### src/rtl/rsched_pkg.sv
package rsched_pkg;
  typedef enum logic [2:0] {
    ST_IDLE,
    ST_REQ,
    ST_CAS,
    ST_RAS,
    ST_PRE
  } rs_state_e;
endpackage

### src/rtl/rs_tick_gen.sv
// Start-up pause, then one tick per refresh interval.
module rs_tick_gen #(
  parameter int PAUSE_CLKS = 20000,
  parameter int INT_STD    = 1560,
  parameter int INT_LP     = 6250
) (
  input  logic clk,
  input  logic rst_n,
  input  logic grade_lp,
  input  logic periodic_en,
  output logic pause_done,
  output logic tick
);
  localparam int INT_MAX = (INT_LP > INT_STD) ? INT_LP : INT_STD;
  localparam int TOP     = (PAUSE_CLKS > INT_MAX) ? PAUSE_CLKS : INT_MAX;
  localparam int CW      = $clog2(TOP + 1);
  localparam logic [CW-1:0] PAUSE_LIM = CW'(PAUSE_CLKS - 1);
  localparam logic [CW-1:0] STD_LIM   = CW'(INT_STD - 1);
  localparam logic [CW-1:0] LP_LIM    = CW'(INT_LP - 1);

  logic [CW-1:0] cnt_q, cnt_d;
  logic          paused_q, paused_d;
  logic          cnt_en;
  logic [CW-1:0] limit;

  always_comb begin
    limit    = grade_lp ? LP_LIM : STD_LIM;
    cnt_d    = cnt_q;
    paused_d = paused_q;
    cnt_en   = 1'b1;
    tick     = 1'b0;
    if (!paused_q) begin
      if (cnt_q == PAUSE_LIM) begin
        paused_d = 1'b1;
        cnt_d    = '0;
      end else begin
        cnt_d = cnt_q + 1'b1;
      end
    end else if (periodic_en) begin
      if (cnt_q >= limit) begin
        tick  = 1'b1;
        cnt_d = '0;
      end else begin
        cnt_d = cnt_q + 1'b1;
      end
    end else begin
      cnt_en = (cnt_q != '0);
      cnt_d  = '0;
    end
  end

  always_ff @(posedge clk or negedge rst_n) begin
    if (!rst_n) begin
      cnt_q    <= '0;
      paused_q <= 1'b0;
    end else begin
      if (cnt_en) cnt_q <= cnt_d;
      paused_q <= paused_d;
    end
  end

  assign pause_done = paused_q;
endmodule

### src/rtl/rs_pending.sv
// Initialization burst count and saturating pending count.
module rs_pending #(
  parameter int INIT_REFS = 8,
  parameter int PEND_MAX  = 8
) (
  input  logic clk,
  input  logic rst_n,
  input  logic pause_done,
  input  logic tick,
  input  logic ref_done,
  output logic init_phase,
  output logic init_done,
  output logic need
);
  localparam int IW = $clog2(INIT_REFS + 1);
  localparam int PW = $clog2(PEND_MAX + 1);
  localparam logic [IW-1:0] INIT_LD  = IW'(INIT_REFS);
  localparam logic [PW-1:0] PEND_CAP = PW'(PEND_MAX);

  logic [IW-1:0] init_left_q, init_left_d;
  logic [PW-1:0] pend_q, pend_d;
  logic          inc, dec;

  always_comb begin
    init_phase  = (init_left_q != '0);
    init_done   = pause_done && !init_phase;
    need        = pause_done && (init_phase || (pend_q != '0));
    init_left_d = (ref_done && init_phase) ? init_left_q - 1'b1 : init_left_q;
    inc         = tick && init_done && (pend_q != PEND_CAP);
    dec         = ref_done && !init_phase && (pend_q != '0);
    pend_d      = pend_q;
    if (inc && !dec) pend_d = pend_q + 1'b1;
    else if (dec && !inc) pend_d = pend_q - 1'b1;
  end

  always_ff @(posedge clk or negedge rst_n) begin
    if (!rst_n) begin
      init_left_q <= INIT_LD;
      pend_q      <= '0;
    end else begin
      if (ref_done && init_phase) init_left_q <= init_left_d;
      if (inc != dec) pend_q <= pend_d;
    end
  end
endmodule

### src/rtl/rs_strobe.sv
// Handshake and RAS/CAS strobe sequence for one refresh.
module rs_strobe
  import rsched_pkg::*;
#(
  parameter int ROW_W = 11,
  parameter int T_CSR = 1,
  parameter int T_RAS = 5,
  parameter int T_RP  = 3
) (
  input  logic             clk,
  input  logic             rst_n,
  input  logic             need,
  input  logic             init_phase,
  input  logic             ras_only_sel,
  input  logic             ref_ack,
  output logic             ref_req,
  output logic             ras_n,
  output logic             cas_n,
  output logic             addr_oe,
  output logic [ROW_W-1:0] row_addr,
  output logic             ref_done
);
  localparam int LMAX = (T_CSR > T_RAS) ? ((T_CSR > T_RP) ? T_CSR : T_RP)
                                        : ((T_RAS > T_RP) ? T_RAS : T_RP);
  localparam int PW = $clog2(LMAX + 1);
  localparam logic [PW-1:0] CSR_M1 = PW'(T_CSR - 1);
  localparam logic [PW-1:0] RAS_M1 = PW'(T_RAS - 1);
  localparam logic [PW-1:0] RP_M1  = PW'(T_RP - 1);

  rs_state_e        st_q, st_d;
  logic [PW-1:0]    ph_q, ph_d;
  logic             ro_q, ro_d;
  logic [ROW_W-1:0] row_q;
  logic             ph_last;

  always_comb begin
    unique case (st_q)
      ST_CAS:  ph_last = (ph_q == CSR_M1);
      ST_RAS:  ph_last = (ph_q == RAS_M1);
      ST_PRE:  ph_last = (ph_q == RP_M1);
      default: ph_last = 1'b0;
    endcase
    st_d = st_q;
    ro_d = ro_q;
    ph_d = ph_last ? '0 : ph_q + 1'b1;
    unique case (st_q)
      ST_IDLE: begin
        ph_d = '0;
        if (need) st_d = ST_REQ;
      end
      ST_REQ: begin
        ph_d = '0;
        if (ref_ack) begin
          ro_d = ras_only_sel && !init_phase;
          st_d = (ras_only_sel && !init_phase) ? ST_RAS : ST_CAS;
        end
      end
      ST_CAS:  if (ph_last) st_d = ST_RAS;
      ST_RAS:  if (ph_last) st_d = ST_PRE;
      ST_PRE:  if (ph_last) st_d = ST_IDLE;
      default: st_d = ST_IDLE;
    endcase
    ref_done = (st_q == ST_PRE) && ph_last;
    ref_req  = (st_q == ST_REQ);
    ras_n    = (st_q != ST_RAS);
    cas_n    = !((st_q == ST_CAS) || ((st_q == ST_RAS) && !ro_q));
    addr_oe  = (st_q == ST_RAS) && ro_q;
  end

  always_ff @(posedge clk or negedge rst_n) begin
    if (!rst_n) begin
      st_q  <= ST_IDLE;
      ph_q  <= '0;
      ro_q  <= 1'b0;
      row_q <= '0;
    end else begin
      st_q <= st_d;
      ph_q <= ph_d;
      if (st_q == ST_REQ) ro_q <= ro_d;
      if (ref_done && ro_q) row_q <= row_q + 1'b1;
    end
  end

  assign row_addr = row_q;
endmodule

### src/rtl/dram_refresh_sched.sv
module dram_refresh_sched #(
  parameter int PAUSE_CLKS = 20000,
  parameter int INT_STD    = 1560,
  parameter int INT_LP     = 6250,
  parameter int INIT_REFS  = 8,
  parameter int PEND_MAX   = 8,
  parameter int ROW_W      = 11,
  parameter int T_CSR      = 1,
  parameter int T_RAS      = 5,
  parameter int T_RP       = 3
) (
  input  logic             clk,
  input  logic             rst_n,
  input  logic             grade_lp,
  input  logic             ras_only_sel,
  input  logic             ref_ack,
  output logic             ref_req,
  output logic             ras_n,
  output logic             cas_n,
  output logic             addr_oe,
  output logic [ROW_W-1:0] row_addr,
  output logic             init_done
);
  logic [1:0] rst_sync_q;
  logic       rst_int_n;
  logic       pause_done, tick, ref_done, init_phase, need;

  always_ff @(posedge clk or negedge rst_n) begin
    if (!rst_n) rst_sync_q <= 2'b00;
    else        rst_sync_q <= {rst_sync_q[0], 1'b1};
  end
  assign rst_int_n = rst_sync_q[1];

  rs_tick_gen #(.PAUSE_CLKS(PAUSE_CLKS), .INT_STD(INT_STD), .INT_LP(INT_LP)) u_tick (
    .clk(clk), .rst_n(rst_int_n), .grade_lp(grade_lp), .periodic_en(init_done),
    .pause_done(pause_done), .tick(tick));

  rs_pending #(.INIT_REFS(INIT_REFS), .PEND_MAX(PEND_MAX)) u_pend (
    .clk(clk), .rst_n(rst_int_n), .pause_done(pause_done), .tick(tick),
    .ref_done(ref_done), .init_phase(init_phase), .init_done(init_done), .need(need));

  rs_strobe #(.ROW_W(ROW_W), .T_CSR(T_CSR), .T_RAS(T_RAS), .T_RP(T_RP)) u_strb (
    .clk(clk), .rst_n(rst_int_n), .need(need), .init_phase(init_phase),
    .ras_only_sel(ras_only_sel), .ref_ack(ref_ack), .ref_req(ref_req), .ras_n(ras_n),
    .cas_n(cas_n), .addr_oe(addr_oe), .row_addr(row_addr), .ref_done(ref_done));
endmodule

### config.mk
export PLATFORM = sky130hd
export DESIGN_NAME = dram_refresh_sched
export DESIGN_NICKNAME = d
export VERILOG_FILES = /design/src/rtl/rsched_pkg.sv /design/src/rtl/rs_tick_gen.sv /design/src/rtl/rs_pending.sv /design/src/rtl/rs_strobe.sv /design/src/rtl/dram_refresh_sched.sv
export SDC_FILE = /design/constraint.sdc
export NUM_CORES = 1
export LEC_CHECK = 0
export CAP_MARGIN = 20
export CORE_MARGIN = 4
export CORE_UTILIZATION = 60
export DETAILED_ROUTE_END_ITERATION = 10
export DONT_BUFFER_PORTS = 1
export PLACE_DENSITY = 0.73
export SYNTH_ARGS = -nofsm -noshare
export SYNTH_HDL_FRONTEND = slang
export SYNTH_SLANG_ARGS = --single-unit
### constraint.sdc
create_clock -name clk -period 1.57 [get_ports clk]
set_input_delay 0.0785 -clock clk [delete_from_list [all_inputs] [get_ports clk]]
set_output_delay 0.0785 -clock clk [all_outputs]
set_load 0.02 [all_outputs]
Word level (Yosys, flattened, before mapping). Index checks and enable logic that the tools add are counted.

Flip-flop bits (word level): 44. Input port bits: 5.

Reduce and logical (&&, ||, !) cells: 31. $add $sub $neg: 6. Eq/ne operators: 15. Mux-type cells: 24. $lt $le $gt $ge: 1.

Operators with widths (number): $mux W15 (4); $mux W3 (7); $add A15 B1 Y15 const B (1); $eq A15 B15 Y1 const B (1); $ge A15 B15 Y1 (1); $pmux W3 S5 (1); $reduce_bool A15 Y1 (1); $logic_and A1 B1 Y1 (14); $mux W13 (1); $add A11 B1 Y11 const B (1); $eq A3 B2 Y1 const B (3); $mux W1 (8); $mux W4 (2); $reduce_bool A4 Y1 (2); $sub A4 B1 Y4 const B (2); $eq A3 B3 Y1 const B (2); $logic_not A3 Y1 (2); $ne A2 B1 Y1 const B (3); $logic_not A1 Y1 (5); $reduce_and A5 Y1 (1); $add A4 B1 Y4 const B (1); $ne A2 B2 Y1 const B (2); $ne A4 B4 Y1 const B (1); $reduce_and A2 Y1 (2); other kinds (8) (9).

Logic depth before layout (Yosys ltp).
Depth after elaboration: 11. Gate-level depth with buffers: 14.

Modules after synthesis. A second synthesis with hierarchy kept.

Cells, all modules: 275. Area, all modules: 2912.8 um2.

By module, submodules not included: rs_tick_gen (instances 1, seq. area each 400.4 um2, cells an instance 124, area an instance 1300.0 um2); rs_strobe (instances 1, seq. area each 450.4 um2, cells an instance 94, area an instance 1007.2 um2); rs_pending (instances 1, seq. area each 201.4 um2, cells an instance 54, area an instance 551.8 um2); dram_refresh_sched (instances 1, seq. area each 50.0 um2, cells an instance 3, area an instance 53.8 um2).

Least setup slack after synthesis. No wires, ideal clock.

Kind: register to register. Start point: register u_pend.init_left_q[0]. End point: register u_pend.pend_q[3]. Required time: 1.445 ns. Period minus slack after synthesis: 2.755 ns. Slack: -1.185 ns. Arrival time: 2.630 ns. Stages on the path, launching flop included: 15. Setup time: 0.125 ns. Cells stage by stage: dfrtp_1 inv_1 ha_1 nor3b_1 and2_1 nand2_1 a31oi_1 ha_1 inv_1 ha_1 a21o_1 a21oi_1 xnor2_1 nor2_1 xor2_1.

Cells in the longest elaborated chain, start to end: 11.

RTL lines: start: declaration (line rs_pending.sv:20) `logic [IW-1:0] init_left_q, init_left_d;`; start signal: assignment (line rs_pending.sv:41) `if (ref_done && init_phase) init_left_q <= init_left_d;`; $reduce_bool A4 Y1 (*) (line rs_pending.sv:25) `init_phase = (init_left_q != '0);`; $logic_not A1 Y1 (*) (line rs_pending.sv:26) `init_done = pause_done && !init_phase;`; $logic_and A1 B1 Y1 (*) (line rs_pending.sv:26); net init_done (line dram_refresh_sched.sv:22) `output logic init_done`; $mux W1 (line rs_tick_gen.sv:39) `end else if (periodic_en) begin`; $mux W1 (line rs_tick_gen.sv:32) `if (!paused_q) begin`; $logic_and A1 B1 Y1 (*) (2 in series) (line rs_pending.sv:29) `inc = tick && init_done && (pend_q != PEND_CAP);`; $logic_not A1 Y1 (line rs_pending.sv:33) `else if (dec && !inc) pend_d = pend_q - 1'b1;`; $logic_and A1 B1 Y1 (line rs_pending.sv:33); $reduce_bool A2 Y1 (no line); $reduce_and A2 Y1 (no line); end signal: assignment (line rs_pending.sv:42) `if (inc != dec) pend_q <= pend_d;`; end: declaration (line rs_pending.sv:21) `logic [PW-1:0] pend_q, pend_d;`.

The timed path passes the listed nets; every way through them passes the cells marked *. A chain may end at the register's enable or synchronous reset.

Final worst setup path.
Start point: register u_tick.cnt_q[9]. End point: register u_pend.pend_q[3].

Cells in the longest elaborated chain, start to end: 10.

RTL lines: start: declaration (line rs_tick_gen.sv:21) `logic [CW-1:0] cnt_q, cnt_d;`; start signal: assignment (line rs_tick_gen.sv:57) `if (cnt_en) cnt_q <= cnt_d;`; $ge A15 B15 Y1 (*) (line rs_tick_gen.sv:40) `if (cnt_q >= limit) begin`; $mux W1 (*) (line rs_tick_gen.sv:40); $mux W1 (*) (line rs_tick_gen.sv:39); $mux W1 (*) (line rs_tick_gen.sv:32); $logic_and A1 B1 Y1 (*) (2 in series) (line rs_pending.sv:29); $logic_not A1 Y1 (line rs_pending.sv:33); $logic_and A1 B1 Y1 (line rs_pending.sv:33); $reduce_bool A2 Y1 (no line); $reduce_and A2 Y1 (no line).

Mark *: on every way between the ends. The rest lies on a longest branch, timed or not.

==> impl_metrics.tcl <==
set metrics [dict create \
    maxClockFrequency_ghz 0.355 \
    dieArea_um2 5290 \
    max_stage_delay_ns 0.45 \
    cpLargestDelayFamily "compound AO/OA/AOI/OAI gates" \
    slowest_stage "dfrtp_2" \
    cp_cell_sequence "ha_4, o211ai_1, a21boi_0, o21ai_1, a31oi_1, ha_2, inv_2, ha_4, a21o_1, a21oi_2, xnor2_1, nor2_1, xor2_1" \
    vdd_drop_max_v 0.000568 \
    sw_frac_of_total_pct 24.1 \
    ys_seq_elements 44 \
    drtIter0Drc 388 \
    dp_hpwl_mm 4.55 \
    clockPowerShare_pct 39.3 \
    drc 0 \
    start_util_pct 62.4 \
    syn_nets 278 \
    drive_gt1_share_pct 49.1 \
    slew_headroom_pct 54.6 \
    final_area_um2 3830 \
    layout.nets 374 \
    pwr-share-seq_pct 56.9 \
    ys_warn_count 0 \
    path_buf_inv 1 \
    worst_ep_required_time_ns 1.77 \
    hold_class "in2reg" \
    leakagePower_nw 1.76 \
    layout_min_cycle_time_ns 2.82 \
    synth-edff-count 0 \
    dp.cells 366 \
    ctsRootBufferMaster "clkbuf_8" \
    rsz0062_at_grt "true" \
    layout.cells.non_filler 400 \
    worstMarginPinSlew_ns 0.673 \
    switchingPower_uw 484 \
    yosys-top-cells-count "dfrtp_1 (43), nand2_1 (26), ha_1 (19)" \
    grt_util_all_layers_pct 34.7 \
    setup_slack_ns -1.25 \
    via_per_inst 7.12 \
    status "complete, but fails checks" \
    crit_type "reg2reg" \
    postSynthAreaPerCell_um2 9.93 \
    rows 23 \
    finalCritPeriodShare_pct 180 \
    cts_tree "built" \
    clock_sinks 44 \
    portBuffers 0 \
    grt_overflow_total 0 \
    hold_viol 0 \
    utilization_pct 95.2 \
    startpoint "u_tick.cnt_q[9]$_DFFE_PN0P_" \
    crit_path_end_kind "flip-flop" \
    total_power_mw 2.01 \
    area_growth_pct 52.6 \
    dr.pass1.iters 7 \
    clk_pin_slew_ns 0.09 \
    multiInputGateArea_um2 1720 \
    io_pins 21 \
    arrival_ns 3.02 \
    violations "negative setup slack" \
    synth_top_cell_by_area "dfrtp_1" \
    synth_area_leaders "dfrtp_1 (43%), ha_1 (9.5%), xor2_1 (5.6%), nand2_1 (3.9%), xnor2_1 (3.8%)" \
    gp_congestion 0.817 \
    comb_power_share_pct 3.8 \
    crit_path_frequent_cell "ha_4" \
    p_per_area_nw_per_um2 524 \
    wl_mm 10.9 \
    critPathMaxFanout 3 \
    slew_violations 0 \
    netlist_instances 253 \
    final_antenna_net_count 0 \
    htree_levels 2 \
    seq_area_um2 1110 \
    yosysMostFrequentCell "dfrtp_1" \
    core_area_um2 4030 \
    insertion_delay_ns 0.31 \
    yosysSeqAreaShare_pct 43.9 \
    vias 2849 \
    holdCritStartpoint "ref_ack" \
    dpl-instance-area_um2 3180 \
    intPower_mw 1.53 \
    drt-wirelength-per-cell_um 27.3 \
    finalClockSkew_ns 0.0128 \
    clockBufferDepth 2 \
    diodes 0 \
    setup_viol 43 \
    grt_pass1_vias 2635 \
    grt_max_degree 20 \
    fp.dieW_um 72.7 \
    startpoint_type "flip-flop" \
    drv_cap 0 \
    antenna_found_initial 0 \
    synth_top_area_share_pct 42.8 \
    grt_pass1_wl_mm 13.9 \
    r2r-start "u_tick.cnt_q[9]$_DFFE_PN0P_" \
    die_h_um 72.7 \
    synth-main-ff-cell "dfrtp_1" \
    fillCellCount 101 \
    cts_buffers 5 \
    syn_area_um2 2510 \
    async_flop_share_pct 100 \
    ys_types 50 \
]
## routing by layer
layer | part of all wire (%) | vias up | global-route usage [%]
met1 | 34 | 1354 | 40.6
li1 | - | 1097 | -
met4 | 9.5 | 0 | 18.2
met5 | 0 | - | 0
met3 | 11 | 117 | 6.89
met2 | 46 | 281 | 59.8
## cells in the final DEF, fill, tap and decap left out, types with 9 or more instances in the layout
| cell | Yosys | final |
|---|---|---|
| nand2_1 | 26 | 22 |
| inv_1 | 14 | 12 |
| a21oi_2 | 0 | 15 |
| buf_6 | 0 | 15 |
| xnor2_1 | 11 | 9 |
| buf_4 | 0 | 71 |
| nor2_1 | 17 | 10 |
| dfrtp_1 | 43 | 38 |
| xor2_1 | 16 | 16 |
| ha_1 | 19 | 9 |
## logic make-up (layout without fill, tap and decap cells)
logic type	after synthesis	count (layout)	share of synthesized area, %
AND/OR/NAND/NOR	94	94	20.8
AO/OA/AOI/OAI	45	45	11.0
flip-flops	44	44	43.9
XOR/XNOR	27	27	9.41
adder cells (fa/ha/maj)	20	20	10.3
buffers and inverters	18	115	2.79
multiplexers	4	4	1.74
other	1	1	0.149
## through the flow
stage          worst slack [ns]  hold slack, ns  setup TNS (ns)
2_1_floorplan            -0.967          -0.217           -6.20
3_3_place_gp              -1.02          -0.217           -9.72
3_5_place_dp              -1.05          -0.217          -11.08
4_1_cts                  -0.924          0.0465          -10.97
5_1_grt                   -1.26          0.0539          -20.28
6_report                  -1.25          0.0503          -18.26
## registers in the layout, indices dropped and copies added, names as in the netlist
name                cells
u_strb.ph_q             3
rst_sync_q              2
u_pend.pend_q           4
u_tick.pause_done       1
u_strb.st_q             3
u_pend.init_left_q      4
u_strb.row_addr        11
u_tick.cnt_q           15
u_strb.ro_q             1
## repair_timing
action / in CTS / in global routing
endpoints found under the hold margin: 4 / 0
setup buffers: 12 / 10
resized for setup: 63 / 14
cloned: 2 / 0
setup endpoints to repair: 39 / 40
hold buffers: 4 / 0
pin swaps: 20 / 7
## area by class of cell
class / instances / share of cell area, %
Tap cell: 50 / 1.63
Timing Repair Buffer: 93 / 20.7
Inverter: 14 / 1.37
Clock inverter: 1 / 0.196
Multi-Input combinational cell: 191 / 44.9
Clock buffer: 7 / 2.25
Sequential cell: 44 / 28.9
## power by group through the flow
stage	clock network (mW)	logic (mW)	registers, mW
detailed placement	0	0.0481	1.17
floorplan	0	0.0227	1.17
global placement	0	0.0454	1.17
CTS	0.760	0.0629	1.14
finish	0.790	0.0757	1.14
global route	0.811	0.0798	1.15
## path summary, 6_finish.rpt
path                            cells past startpoint                        endpoint  slack [ns]
worst max-delay path                               13    u_pend.pend_q[3]$_DFFE_PN0P_       -1.25
worst min register to register                      0  u_strb.row_addr[4]$_DFFE_PN0P_        0.19
worst min-delay path                                2      u_strb.st_q[0]$_DFFE_PN0P_        0.05
max in group asynchronous                           1    u_tick.cnt_q[10]$_DFFE_PN0P_        0.74
min in group asynchronous                           0  u_strb.row_addr[4]$_DFFE_PN0P_        0.19
worst max register to register                     13    u_pend.pend_q[3]$_DFFE_PN0P_       -1.25
No activity file was read; power rests on OpenSTA's default activity.
